[src/rtl/ring_wake_pkg.sv]
package ring_wake_pkg;
  localparam int REG_ADDR_W = 3;
  localparam int REG_DATA_W = 8;

  localparam logic [REG_ADDR_W-1:0] ADDR_SP_STS  = 3'd0;
  localparam logic [REG_ADDR_W-1:0] ADDR_SP_EN   = 3'd1;
  localparam logic [REG_ADDR_W-1:0] ADDR_SMI_EN  = 3'd2;
  localparam logic [REG_ADDR_W-1:0] ADDR_PME_STS = 3'd3;
  localparam logic [REG_ADDR_W-1:0] ADDR_PME_EN  = 3'd4;

  localparam int SP_BIT  = 3;
  localparam int SMI_BIT = 0;
  localparam int PME_BIT = 5;

  localparam int N_REQ   = 3;
  localparam int REQ_PWR = 0;
  localparam int REQ_SMI = 1;
  localparam int REQ_PME = 2;
endpackage

[src/rtl/ring_fall_detect.sv]
module ring_fall_detect #(
  parameter int STAGES = 2
) (
  input  logic clk,
  input  logic rst,
  input  logic ring_n_i,
  output logic fall_o
);
  logic synced;
  logic prev_q;

  generate
    if (STAGES <= 1) begin : g_one
      logic s_q;
      always_ff @(posedge clk) begin
        if (rst) s_q <= 1'b1;
        else     s_q <= ring_n_i;
      end
      assign synced = s_q;
    end else begin : g_many
      logic [STAGES-1:0] s_q;
      always_ff @(posedge clk) begin
        if (rst) s_q <= '1;
        else     s_q <= {s_q[STAGES-2:0], ring_n_i};
      end
      assign synced = s_q[STAGES-1];
    end
  endgenerate

  always_ff @(posedge clk) begin
    if (rst) prev_q <= 1'b1;
    else     prev_q <= synced;
  end

  assign fall_o = prev_q & ~synced;

  // an event lasts exactly one cycle, so a held level cannot re-set status
  assert_single_pulse_R1: assert property (@(posedge clk) disable iff (rst)
    fall_o |=> !fall_o);
endmodule

[src/rtl/sticky_status_bit.sv]
module sticky_status_bit (
  input  logic clk,
  input  logic rst,
  input  logic set_i,
  input  logic clr_i,
  output logic sts_o
);
  always_ff @(posedge clk) begin
    if (rst)        sts_o <= 1'b0;
    else if (set_i) sts_o <= 1'b1;
    else if (clr_i) sts_o <= 1'b0;
  end

  assert_set_wins_R10: assert property (@(posedge clk) disable iff (rst)
    set_i |=> sts_o);
  assert_clear_works_R3: assert property (@(posedge clk) disable iff (rst)
    (clr_i && !set_i) |=> !sts_o);
  assert_sticky_hold_R2: assert property (@(posedge clk) disable iff (rst)
    (!clr_i && !set_i) |=> $stable(sts_o));
endmodule

[src/rtl/ring_reg_bank.sv]
module ring_reg_bank
  import ring_wake_pkg::*;
(
  input  logic                  clk,
  input  logic                  rst,
  input  logic [REG_ADDR_W-1:0] addr_i,
  input  logic                  wr_i,
  input  logic                  rd_i,
  input  logic [REG_DATA_W-1:0] wdata_i,
  input  logic                  sp_sts_i,
  input  logic                  pme_sts_i,
  output logic                  sp_en_o,
  output logic                  smi_en_o,
  output logic                  pme_en_o,
  output logic                  sp_clr_o,
  output logic                  pme_clr_o,
  output logic [REG_DATA_W-1:0] rdata_o
);
  logic [REG_DATA_W-1:0] rd_mux;

  always_ff @(posedge clk) begin
    if (rst) begin
      sp_en_o  <= 1'b0;
      smi_en_o <= 1'b0;
      pme_en_o <= 1'b0;
    end else if (wr_i) begin
      case (addr_i)
        ADDR_SP_EN:  sp_en_o  <= wdata_i[SP_BIT];
        ADDR_SMI_EN: smi_en_o <= wdata_i[SMI_BIT];
        ADDR_PME_EN: pme_en_o <= wdata_i[PME_BIT];
        default: ;
      endcase
    end
  end

  assign sp_clr_o  = rd_i && (addr_i == ADDR_SP_STS);
  assign pme_clr_o = wr_i && (addr_i == ADDR_PME_STS) && wdata_i[PME_BIT];

  always_comb begin
    rd_mux = '0;
    case (addr_i)
      ADDR_SP_STS:  rd_mux[SP_BIT]  = sp_sts_i;
      ADDR_SP_EN:   rd_mux[SP_BIT]  = sp_en_o;
      ADDR_SMI_EN:  rd_mux[SMI_BIT] = smi_en_o;
      ADDR_PME_STS: rd_mux[PME_BIT] = pme_sts_i;
      ADDR_PME_EN:  rd_mux[PME_BIT] = pme_en_o;
      default:      rd_mux = '0;
    endcase
  end

  always_ff @(posedge clk) begin
    if (rst)       rdata_o <= '0;
    else if (rd_i) rdata_o <= rd_mux;
  end

  assert_unmapped_zero_R12: assert property (@(posedge clk) disable iff (rst)
    (rd_i && addr_i > ADDR_PME_EN) |=> (rdata_o == '0));
  assert_sp_en_write_R6: assert property (@(posedge clk) disable iff (rst)
    (wr_i && addr_i == ADDR_SP_EN) |=> (sp_en_o == $past(wdata_i[SP_BIT])));
  assert_pme_en_write_R6: assert property (@(posedge clk) disable iff (rst)
    (wr_i && addr_i == ADDR_PME_EN) |=> (pme_en_o == $past(wdata_i[PME_BIT])));
endmodule

[src/rtl/ring_req_gen.sv]
module ring_req_gen #(
  parameter int N = 3
) (
  input  logic         clk,
  input  logic         rst,
  input  logic [N-1:0] sts_i,
  input  logic [N-1:0] en_i,
  output logic [N-1:0] req_o
);
  for (genvar g = 0; g < N; g++) begin : g_req
    always_ff @(posedge clk) begin
      if (rst) req_o[g] <= 1'b0;
      else     req_o[g] <= sts_i[g] & en_i[g];
    end

    // a request rises only from an enabled status and falls once either drops
    assert_req_gated_R7: assert property (@(posedge clk) disable iff (rst)
      !(sts_i[g] && en_i[g]) |=> !req_o[g]);
    assert_req_raised_R9: assert property (@(posedge clk) disable iff (rst)
      (sts_i[g] && en_i[g]) |=> req_o[g]);
  end
endmodule

[src/rtl/ring_wake_status.sv]
module ring_wake_status
  import ring_wake_pkg::*;
#(
  parameter int SYNC_STAGES = 2
) (
  input  logic                  clk,
  input  logic                  rst,
  input  logic                  ring_n_i,
  input  logic [REG_ADDR_W-1:0] reg_addr_i,
  input  logic                  reg_wr_i,
  input  logic                  reg_rd_i,
  input  logic [REG_DATA_W-1:0] reg_wdata_i,
  output logic [REG_DATA_W-1:0] reg_rdata_o,
  output logic                  pwr_on_req_o,
  output logic                  smi_req_o,
  output logic                  pme_req_o
);
  logic ring_evt;
  logic sp_sts, pme_sts;
  logic sp_en, smi_en, pme_en;
  logic sp_clr, pme_clr;
  logic [N_REQ-1:0] req_sts, req_en, req_q;

  ring_fall_detect #(.STAGES(SYNC_STAGES)) edge_i (
    .clk(clk), .rst(rst), .ring_n_i(ring_n_i), .fall_o(ring_evt)
  );

  sticky_status_bit sp_sts_i (
    .clk(clk), .rst(rst), .set_i(ring_evt), .clr_i(sp_clr), .sts_o(sp_sts)
  );

  sticky_status_bit pme_sts_i (
    .clk(clk), .rst(rst), .set_i(ring_evt), .clr_i(pme_clr), .sts_o(pme_sts)
  );

  ring_reg_bank regs_i (
    .clk(clk), .rst(rst),
    .addr_i(reg_addr_i), .wr_i(reg_wr_i), .rd_i(reg_rd_i), .wdata_i(reg_wdata_i),
    .sp_sts_i(sp_sts), .pme_sts_i(pme_sts),
    .sp_en_o(sp_en), .smi_en_o(smi_en), .pme_en_o(pme_en),
    .sp_clr_o(sp_clr), .pme_clr_o(pme_clr),
    .rdata_o(reg_rdata_o)
  );

  always_comb begin
    req_sts          = '0;
    req_en           = '0;
    req_sts[REQ_PWR] = sp_sts;
    req_en[REQ_PWR]  = sp_en;
    req_sts[REQ_SMI] = pme_sts;
    req_en[REQ_SMI]  = smi_en;
    req_sts[REQ_PME] = pme_sts;
    req_en[REQ_PME]  = pme_en;
  end

  ring_req_gen #(.N(N_REQ)) req_i (
    .clk(clk), .rst(rst), .sts_i(req_sts), .en_i(req_en), .req_o(req_q)
  );

  assign pwr_on_req_o = req_q[REQ_PWR];
  assign smi_req_o    = req_q[REQ_SMI];
  assign pme_req_o    = req_q[REQ_PME];

  // writes never clear the read-cleared status
  assert_sp_write_ignored_R5: assert property (@(posedge clk) disable iff (rst)
    (sp_sts && !reg_rd_i) |=> sp_sts);
  // reads never clear the write-one-cleared status
  assert_pme_read_keeps_R4: assert property (@(posedge clk) disable iff (rst)
    (pme_sts && !reg_wr_i) |=> pme_sts);
  // SMI and PME requests share one status source
  assert_smi_shares_status_R8: assert property (@(posedge clk) disable iff (rst)
    smi_req_o |-> $past(pme_sts));
endmodule

[config.mk]
export PLATFORM = sky130hd
export DESIGN_NAME = ring_wake_status
export DESIGN_NICKNAME = d
export VERILOG_FILES = /design/src/rtl/ring_wake_pkg.sv /design/src/rtl/ring_fall_detect.sv /design/src/rtl/sticky_status_bit.sv /design/src/rtl/ring_reg_bank.sv /design/src/rtl/ring_req_gen.sv /design/src/rtl/ring_wake_status.sv
export SDC_FILE = /design/constraint.sdc
export NUM_CORES = 1
export LEC_CHECK = 0
export ABC_AREA = 1
export BUFFER_PORTS_ARGS = -buffer_cell sky130_fd_sc_hd__buf_4
export CAP_MARGIN = 15
export CELL_PAD_IN_SITES_DETAIL_PLACEMENT = 1
export CELL_PAD_IN_SITES_GLOBAL_PLACEMENT = 2
export CORE_MARGIN = 5
export CORE_UTILIZATION = 23
export DETAILED_ROUTE_END_ITERATION = 10
export PLACE_DENSITY_LB_ADDON = 0.1
export SETUP_SLACK_MARGIN = 0.3
export SYNTH_ARGS = -nofsm -noshare
export SYNTH_HDL_FRONTEND = slang
export SYNTH_SLANG_ARGS = --single-unit
[constraint.sdc]
create_clock -name clk -period 1 [get_ports clk]
set_clock_uncertainty 0.15 [all_clocks]
set_input_delay 0.05 -clock clk [delete_from_list [all_inputs] [get_ports clk]]
set_output_delay 0.05 -clock clk [all_outputs]
set_load 0.005 [all_outputs]
==> flow_summary_export.csv, run 1 <==
group,metric,value,unit
hold_path,holdCritStartpoint,"ring_n_i",
clock_tree,numCtsBuffers,3,
placed_design,portBuffers,16,
sta,post-route-period-util,0.914,
critical_path,cp.required,800,ps
yosys,synth.avg_cell_area,7.09,sq um
sta,rsz0062_at_grt,"yes",
drt,avgRoutedWirePerCell,10.5,um
sta,period_minus_slack,914,ps
drt,drc_errors,0,
clock_tree,insertion_delay,280,ps
placed_design,dp_hpwl,1130,um
clock_tree,clk_path_buf_depth,2,
clock_tree,cts_tree,"done",
clock_tree,clk_pin_slew,80,ps
clock_tree,clkSinkCount,14,
layout,antenna_cells,0,
sta,setup_tns,0,ps
floorplan,ios,27,
floorplan,start_util,0.235,
yosys,ys_ff_latch,14,
grt,grt_usage,0.0785,
drt,vias,577,
critical_path,end_kind,"output port",
clock_tree,cts_max_level,1,
grt,grt-ovfl-total,0,
critical_path,worst_r2r_endpoint,"pme_sts_i.sts_o",
floorplan,die_w,62.4,um
grt,grt_max_degree,11,
critical_path,critical_path_buf_inv_count,1,
pwr,power_leakage,0.000438,uW
yosys,syn_inst,89,
critical_path,worstPathMaxFanout,2,
critical_path,r2r_slack,100,ps
yosys,yosysWarningCount,0,
critical_path,r2r_cells,5,
hold_path,hp-class,"input port to flip-flop",
pwr,ir_drop,0.000866,V
run_status,status,"finished, violations left",
floorplan,die_y,62.4,um
drt,wl,1470,um
critical_path,critPathMaxStageDelay,330,ps
drt,drtIter0Drc,18,
critical_path,critPathKind,"flip-flop to output port",
drt,firstDrtPassIters,2,
drt,vias_per_cell,4.12,
yosys,synth_seq_area_share,0.444,
critical_path,cp_cell_sequence,"buf_6",
sta,setup_viol,0,
grt,grt_pass1_wl,2450,um
drt,ant_nets,0,
critical_path,reg2reg_from,"pme_sts_i.sts_o",
floorplan,core,2690,sq um
layout,area_growth,41.5,%
floorplan,num_rows,19,
flow_run,drv_cap,0,
sta,hold_ws,-191,ps
run_status,failed_checks,"negative hold slack",
layout,fillers,334,
hold_path,min_to,"edge_i.g_many.s_q[0]",
critical_path,critPathSlowestCell,"dfxtp_2",
sta,fmax,1.09,GHz
yosys,yosysUniqueCellTypes,16,
sta,timing_hold_violations_final,14,
clock_tree,cts_root_buffer,"clkbuf_4",
floorplan,die_area,3890,sq um
pwr,power_density,1280,nW/um^2
critical_path,start_kind,"flip-flop",
grt,grt_pass1_vias,583,
layout,drive_gt1_frac,0.468,
layout,nets,126,
critical_path,worstPathArrival,710,ps
grt,antenna_found_initial,0,
hold_path,min_path_cells,2,
sta,slew_viol_final,0,
critical_path,cp_top_family,"flip-flops",
yosys,synth.cell_area,631,sq um
placed_design,gp_congestion,0.668,
## layout by cell type (no fill, tap or decap), types with 3 or more instances in the layout
cell type	count
nor2_1	8
nand4_1	4
dfxtp_2	12
conb_1	5
buf_4	12
clkbuf_4	3
nor2_2	6
inv_1	13
nand2_1	18
buf_6	7
nand3_1	5
## layer usage
layer	track usage	routed length, um
met1	0.0920	663
met2	0.122	702
met3	0.0432	88
met4	0.0239	12
met5	0	0
## timing repair
action | CTS | global route
setup buffers | 0 | 3
pin swaps | 8 | 5
endpoints found under the hold margin | 14 | 13
endpoints found under the setup margin | 19 | 19
gates resized for setup | 14 | 15
## where the power goes
part	switching [uW]	total (uW)	internal, uW
registers	12.3	591	579
logic	77.6	146	68.8
clock network	180	401	221
total	270	1140	869
## metrics by stage
step / setup slack, ps / power [uW] / cell area (sq um) / util / std cells
floorplan: 178 / 683 / 661 / - / 93
global placement: 60.6 / 725 / 756 / 0.281 / 133
detailed placement: 68.6 / 727 / 756 / 0.281 / 133
CTS: 70.0 / 1140 / 823 / 0.306 / 137
global route: 25.2 / 1210 / 892 / 0.332 / 140
finish: 86.2 / 1140 / 892 / 0.332 / 140
## synthesized netlist by cell type (all sizes together)
library cell  instances  share of area
nand2                19           0.11
inv                  15          0.089
nor2                 15           0.11
dfxtp                14           0.44
buf                   7          0.085
nand3                 7          0.056
nand4                 4          0.040
o21ai                 2          0.016
or2                   2          0.020
a21oi                 1         0.0079
a31oi                 1         0.0099
conb                  1         0.0059
nor3                  1         0.0079
## cell families (layout without fill, tap and decap cells)
| kind of cell | Yosys count | count (layout) | share of synthesized area |
|---|---|---|---|
| other | 1 | 5 | 0.00595 |
| AO/OA/AOI/OAI | 4 | 4 | 0.0337 |
| buffers and inverters | 22 | 38 | 0.175 |
| AND/OR/NAND/NOR | 48 | 48 | 0.341 |
| flip-flops | 14 | 14 | 0.444 |
## how the worst max path moves through the flow
stage,start,endpoint,depth (start not counted)
final,regs_i.rdata_o[5],reg_rdata_o[5],1
after global routing,pme_sts_i.sts_o,regs_i.rdata_o[5],6
after CTS,regs_i.rdata_o[5],reg_rdata_o[5],1
after detailed placement,reg_addr_i[2],regs_i.rdata_o[3],6
after global placement,reg_addr_i[2],regs_i.rdata_o[3],6
after floorplan,pme_sts_i.sts_o,regs_i.rdata_o[5],6
## state kept, by name, summed over array words and instances, names as in the netlist
| register | flops |
|---|---|
| regs_i.smi_en_o | 1 |
| sp_sts_i.sts_o | 1 |
| edge_i.g_many.s_q | 2 |
| req_i.req_o | 3 |
| regs_i.rdata_o | 3 |
| pme_sts_i.sts_o | 1 |
| regs_i.sp_en_o | 1 |
| regs_i.pme_en_o | 1 |
| edge_i.prev_q | 1 |
## area by class of cell
type | instances | area [sq um] | share of cell area
clock buffer | 4 | 36.3 | 0.0407
inverter | 15 | 58.8 | 0.0659
multi-input combinational | 57 | 294 | 0.330
sequential | 14 | 295 | 0.331
tap | 31 | 38.8 | 0.0435
timing repair buffer | 19 | 169 | 0.189
No activity file was read; power rests on OpenSTA's default activity.
==> run 2, diff against run 1 <==
==> constraint.sdc (replaced) <==
create_clock -name clk -period 1 [get_ports clk]
set_clock_uncertainty 0.15 [all_clocks]
set_input_delay 0.2 -clock clk [delete_from_list [all_inputs] [get_ports clk]]
set_output_delay 0.2 -clock clk [all_outputs]
set_load 0.005 [all_outputs]
==> run 2 against run 1 <==
The run ends with negative hold slack, negative setup slack left; final area rose by 1.3%; cell count fell by 0.71%; global-route usage rose by 0.29 points; clock-buffer cell count did not move; critical path type unchanged; maximum frequency fell by 14%; hold slack improved by 160 ps; critical path depth did not move; register-to-register slack barely moved.
==> flow_summary_export.csv, run 2 (synthesis results as in run 1) <==
group,metric,value,unit
drt,firstDrtPassIters,4,
critical_path,start_kind,"flip-flop",
run_status,failed_checks,"negative hold slack, negative setup slack",
drt,vias_per_cell,4.23,
floorplan,core,2690,sq um
pwr,seq_power_share,0.516,
pwr,ir_drop,0.00102,V
critical_path,critPathKind,"flip-flop to output port",
placed_design,placed_cells,134,
clock_tree,numCtsBuffers,3,
placed_design,place_ws,-55.1,ps
grt,grt-ovfl-total,0,
layout,antenna_cells,0,
hold_path,hp-class,"input port to flip-flop",
sta,setup_viol,6,
layout,final_common_cell,"nand2_1",
floorplan,start_util,0.235,
pwr,pwr-share-clk,0.349,
pwr,power_density,1260,nW/um^2
critical_path,worstPathMaxFanout,2,
sta,post-route-period-util,1.06,
sta,hold_ws,-35.1,ps
critical_path,end_kind,"output port",
layout,stdcell_count,139,
placed_design,gp_congestion,0.662,
critical_path,cp_cell_sequence,"buf_6",
sta,timing_hold_violations_final,2,
critical_path,cp.required,650,ps
grt,grt_pass1_vias,587,
critical_path,critPathMaxStageDelay,330,ps
grt,antenna_found_initial,0,
layout,nets,125,
sta,worst_slack,-60.1,ps
placed_design,portBuffers,16,
critical_path,critPathSlowestCell,"dfxtp_2",
run_status,status,"finished, violations left",
sta,rsz0062_at_grt,"yes",
drt,drc_errors,0,
grt,grt_max_degree,11,
drt,ant_nets,0,
critical_path,critical_path_buf_inv_count,1,
sta,slew_viol_final,0,
floorplan,die_w,62.4,um
drt,avgRoutedWirePerCell,11.0,um
clock_tree,clk_pin_slew,80,ps
layout,drive_gt1_frac,0.491,
clock_tree,cts_max_level,1,
clock_tree,cts_tree,"done",
floorplan,die_y,62.4,um
clock_tree,cts_root_buffer,"clkbuf_4",
floorplan,ios,27,
drt,drtIter0Drc,12,
grt,grt_pass1_wl,2500,um
layout,final_cell_mix,"nand2_1 (16), buf_4 (12), inv_1 (9), dfxtp_2 (9), nor2_1 (8)",
pwr,internal_power,867,uW
drt,vias,588,
placed_design,dp_hpwl,1180,um
critical_path,worstPathArrival,710,ps
pwr,p_comb_frac,0.135,
clock_tree,insertion_delay,270,ps
sta,fmax,0.943,GHz
layout,post-route-cell-area,903,sq um
sta,period_minus_slack,1060,ps
layout,utilization,0.336,
floorplan,die_area,3890,sq um
critical_path,cp_top_family,"flip-flops",
placed_design,dpl_cell_area,801,sq um
layout,area_growth,43.3,%
pwr,power_leakage,0.000428,uW
pwr,swShare,0.241,
pwr,switching_power,275,uW
grt,grt_usage,0.0814,
layout,largestRegisters,"regs_i.rdata_o: 3 flops, req_i.req_o: 3 flops, edge_i.g_many.s_q: 2 flops",
flow_run,drv_cap,0,
clock_tree,clkSinkCount,14,
drt,wl,1520,um
clock_tree,clk_path_buf_depth,2,
floorplan,num_rows,19,
run 2: routing by layer:
layer	wire, um	GRT usage	vias to the layer above
li1	-	-	302
met1	640	0.0908	273
met2	787	0.132	11
met3	83	0.0450	2
met4	12	0.0239	0
met5	0	0	-
run 2: area by class of cell:
class	count	area [sq um]
Fill cell	340	1780
Clock buffer	4	36.3
Multi-Input combinational cell	57	300
Tap cell	31	38.8
Timing Repair Buffer	18	158
Sequential cell	14	299
Inverter	15	71.3
run 2: worst paths after layout:
kind | from | endpoint | slack (ps) | depth (start not counted)
max | regs_i.rdata_o[0] | reg_rdata_o[0] | -60 | 1
min | ring_n_i | edge_i.g_many.s_q[0] | -40 | 2
max reg2reg | pme_sts_i.sts_o | regs_i.rdata_o[5] | 100 | 6
min reg2reg | edge_i.g_many.s_q[1] | edge_i.prev_q | 270 | 2
run 2: stage by stage:
step	TNS (ps)	power (uW)
3_3_place_gp	-79.5	745
3_5_place_dp	-115	747
4_1_cts	-424	1170
6_report	-324	1140
2_1_floorplan	0	699
5_1_grt	-619	1230
run 2: repair_timing:
action                                  in CTS  in global routing
cloned                                       0                  0
endpoints found under the setup margin      19                 19
pin swaps                                   10                  2
hold endpoints to repair                     2                  2
resized for setup                           19                  9
buffers inserted                             1                  0
run 2: power by group through the flow:
stage	sequential, uW	combinational [uW]	clock, uW
finish	589	155	398
floorplan	598	101	0
global placement	600	145	0
detailed placement	600	147	0
global route	592	174	464
CTS	592	156	420
==> run 3, diff against run 2 <==
--- a/config.mk
+++ b/config.mk
@@ -11,9 +11,10 @@
 export CELL_PAD_IN_SITES_DETAIL_PLACEMENT = 1
 export CELL_PAD_IN_SITES_GLOBAL_PLACEMENT = 2
 export CORE_MARGIN = 5
-export CORE_UTILIZATION = 23
+export CORE_UTILIZATION = 24
+export CTS_BUF_LIST = sky130_fd_sc_hd__clkbuf_4 sky130_fd_sc_hd__clkbuf_8
 export DETAILED_ROUTE_END_ITERATION = 10
-export PLACE_DENSITY_LB_ADDON = 0.1
+export PLACE_DENSITY_LB_ADDON = 0.2
 export SETUP_SLACK_MARGIN = 0.3
 export SYNTH_ARGS = -nofsm -noshare
 export SYNTH_HDL_FRONTEND = slang
==> run 3 against run 2 <==
Combinational power increased by 7%; hold slack got worse by 3.1 ps; register-to-register slack about the same; final area increased by 4.6%; the run still ends with negative hold slack, negative setup slack left; critical path depth unchanged; via count decreased by 0.34%; clock power about the same; critical endpoint unchanged; die area decreased by 3.5%.
==> flow_summary_export.csv, run 3 (synthesis results as in run 1) <==
group,metric,value,unit
critical_path,cp_cell_sequence,"buf_6",
critical_path,critPathKind,"flip-flop to output port",
floorplan,start_util,0.252,
floorplan,die_area,3750,sq um
clock_tree,insertion_delay,270,ps
pwr,power,1160,uW
critical_path,critical_path_buf_inv_count,1,
floorplan,die_w,61.3,um
sta,hold_ws,-38.2,ps
grt,antenna_found_initial,0,
clock_tree,numCtsBuffers,3,
drt,drtIter0Drc,5,
sta,slew_viol_final,0,
pwr,power_leakage,0.000446,uW
pwr,ir_drop,0.000894,V
drt,ant_nets,0,
clock_tree,clkSinkCount,14,
grt,grt_pass1_vias,574,
sta,period_minus_slack,1060,ps
grt,grt_pass1_wl,2480,um
drt,drc_errors,0,
drt,firstDrtPassIters,2,
pwr,power_density,1230,nW/um^2
placed_design,gp_congestion,0.716,
critical_path,worstPathArrival,710,ps
drt,avgRoutedWirePerCell,10.7,um
layout,area_growth,49.8,%
sta,setup_tns,-335,ps
drt,vias,586,
clock_tree,clk_path_buf_depth,2,
hold_path,hp-class,"input port to flip-flop",
layout,largestRegisters,"regs_i.rdata_o: 3 flops, req_i.req_o: 3 flops, edge_i.g_many.s_q: 2 flops",
drt,vias_per_cell,4.19,
sta,fmax,0.941,GHz
critical_path,end_kind,"output port",
clock_tree,cts_max_level,1,
grt,grt_usage,0.0905,
grt,grt_max_degree,11,
floorplan,die_y,61.3,um
clock_tree,cts_tree,"done",
sta,rsz0062_at_grt,"yes",
sta,timing_hold_violations_final,1,
layout,final_cell_mix,"nand2_1 (14), buf_4 (12), dfxtp_2 (11)",
floorplan,ios,27,
clock_tree,cts_root_buffer,"clkbuf_4",
drt,wl,1500,um
flow_run,drv_cap,0,
critical_path,cp.required,650,ps
sta,worst_slack,-62.5,ps
critical_path,worstPathMaxFanout,2,
critical_path,critPathSlowestCell,"dfxtp_2",
layout,nets,127,
grt,grt-ovfl-total,0,
floorplan,core,2500,sq um
placed_design,place_ws,-44.0,ps
run_status,failed_checks,"negative hold slack, negative setup slack",
run_status,status,"finished, violations left",
layout,antenna_cells,0,
sta,setup_viol,6,
critical_path,start_kind,"flip-flop",
floorplan,num_rows,18,
critical_path,cp_top_family,"flip-flops",
layout,drive_gt1_frac,0.555,
clock_tree,clk_pin_slew,80,ps
placed_design,portBuffers,16,
sta,post-route-period-util,1.06,
placed_design,dp_hpwl,1150,um
critical_path,critPathMaxStageDelay,330,ps
layout,final_common_cell,"nand2_1",
[run 3: cell types whose count changed in the layout (fill, tap and decap cells not counted), sizes merged]
cell,delta
buf,+2
[run 3: layout make-up]
cell class,count,area (sq um)
Clock buffer,4,36.3
Fill cell,304,1560
Inverter,15,71.3
Multi-Input combinational cell,57,322
Sequential cell,14,298
Tap cell,30,37.5
Timing Repair Buffer,20,180
[run 3: path summary, 6_finish.rpt]
| check | slack (ps) | to | depth (start not counted) | from |
|---|---|---|---|---|
| setup / recovery | -60 | reg_rdata_o[0] | 1 | regs_i.rdata_o[0] |
| hold / removal | -40 | edge_i.g_many.s_q[0] | 2 | ring_n_i |
| setup reg to reg | 100 | regs_i.rdata_o[5] | 6 | pme_sts_i.sts_o |
| hold reg to reg | 280 | edge_i.g_many.s_q[1] | 1 | edge_i.g_many.s_q[0] |
[run 3: where the power goes]
group,internal (uW),switching [uW]
clock network,221,179
logic,76.9,88.7
registers,577,15.0
total,875,282
[run 3: through the flow]
| stage | instances | cell area (sq um) | util |
|---|---|---|---|
| 2_1_floorplan | 93 | 707 | - |
| 3_3_place_gp | 134 | 807 | 0.323 |
| 3_5_place_dp | 134 | 807 | 0.323 |
| 4_1_cts | 139 | 880 | 0.352 |
| 5_1_grt | 140 | 945 | 0.378 |
| 6_report | 140 | 945 | 0.378 |
[run 3: routing by layer]
| layer | vias to the layer above | part of all wire | wire length, um | global-route usage |
|---|---|---|---|---|
| met5 | - | 0 | 0 | 0 |
| met4 | 0 | 0 | 0 | 0.0186 |
| met3 | 0 | 0.062 | 93 | 0.0440 |
| met2 | 11 | 0.50 | 750 | 0.147 |
| met1 | 269 | 0.44 | 657 | 0.109 |
| li1 | 306 | - | - | - |
[run 3: repair_timing]
action | CTS | global route
pin swaps | 8 | 5
setup endpoints to repair | 19 | 19
resized for setup | 14 | 23
setup buffers | 1 | 1
endpoints found under the hold margin | 2 | 2
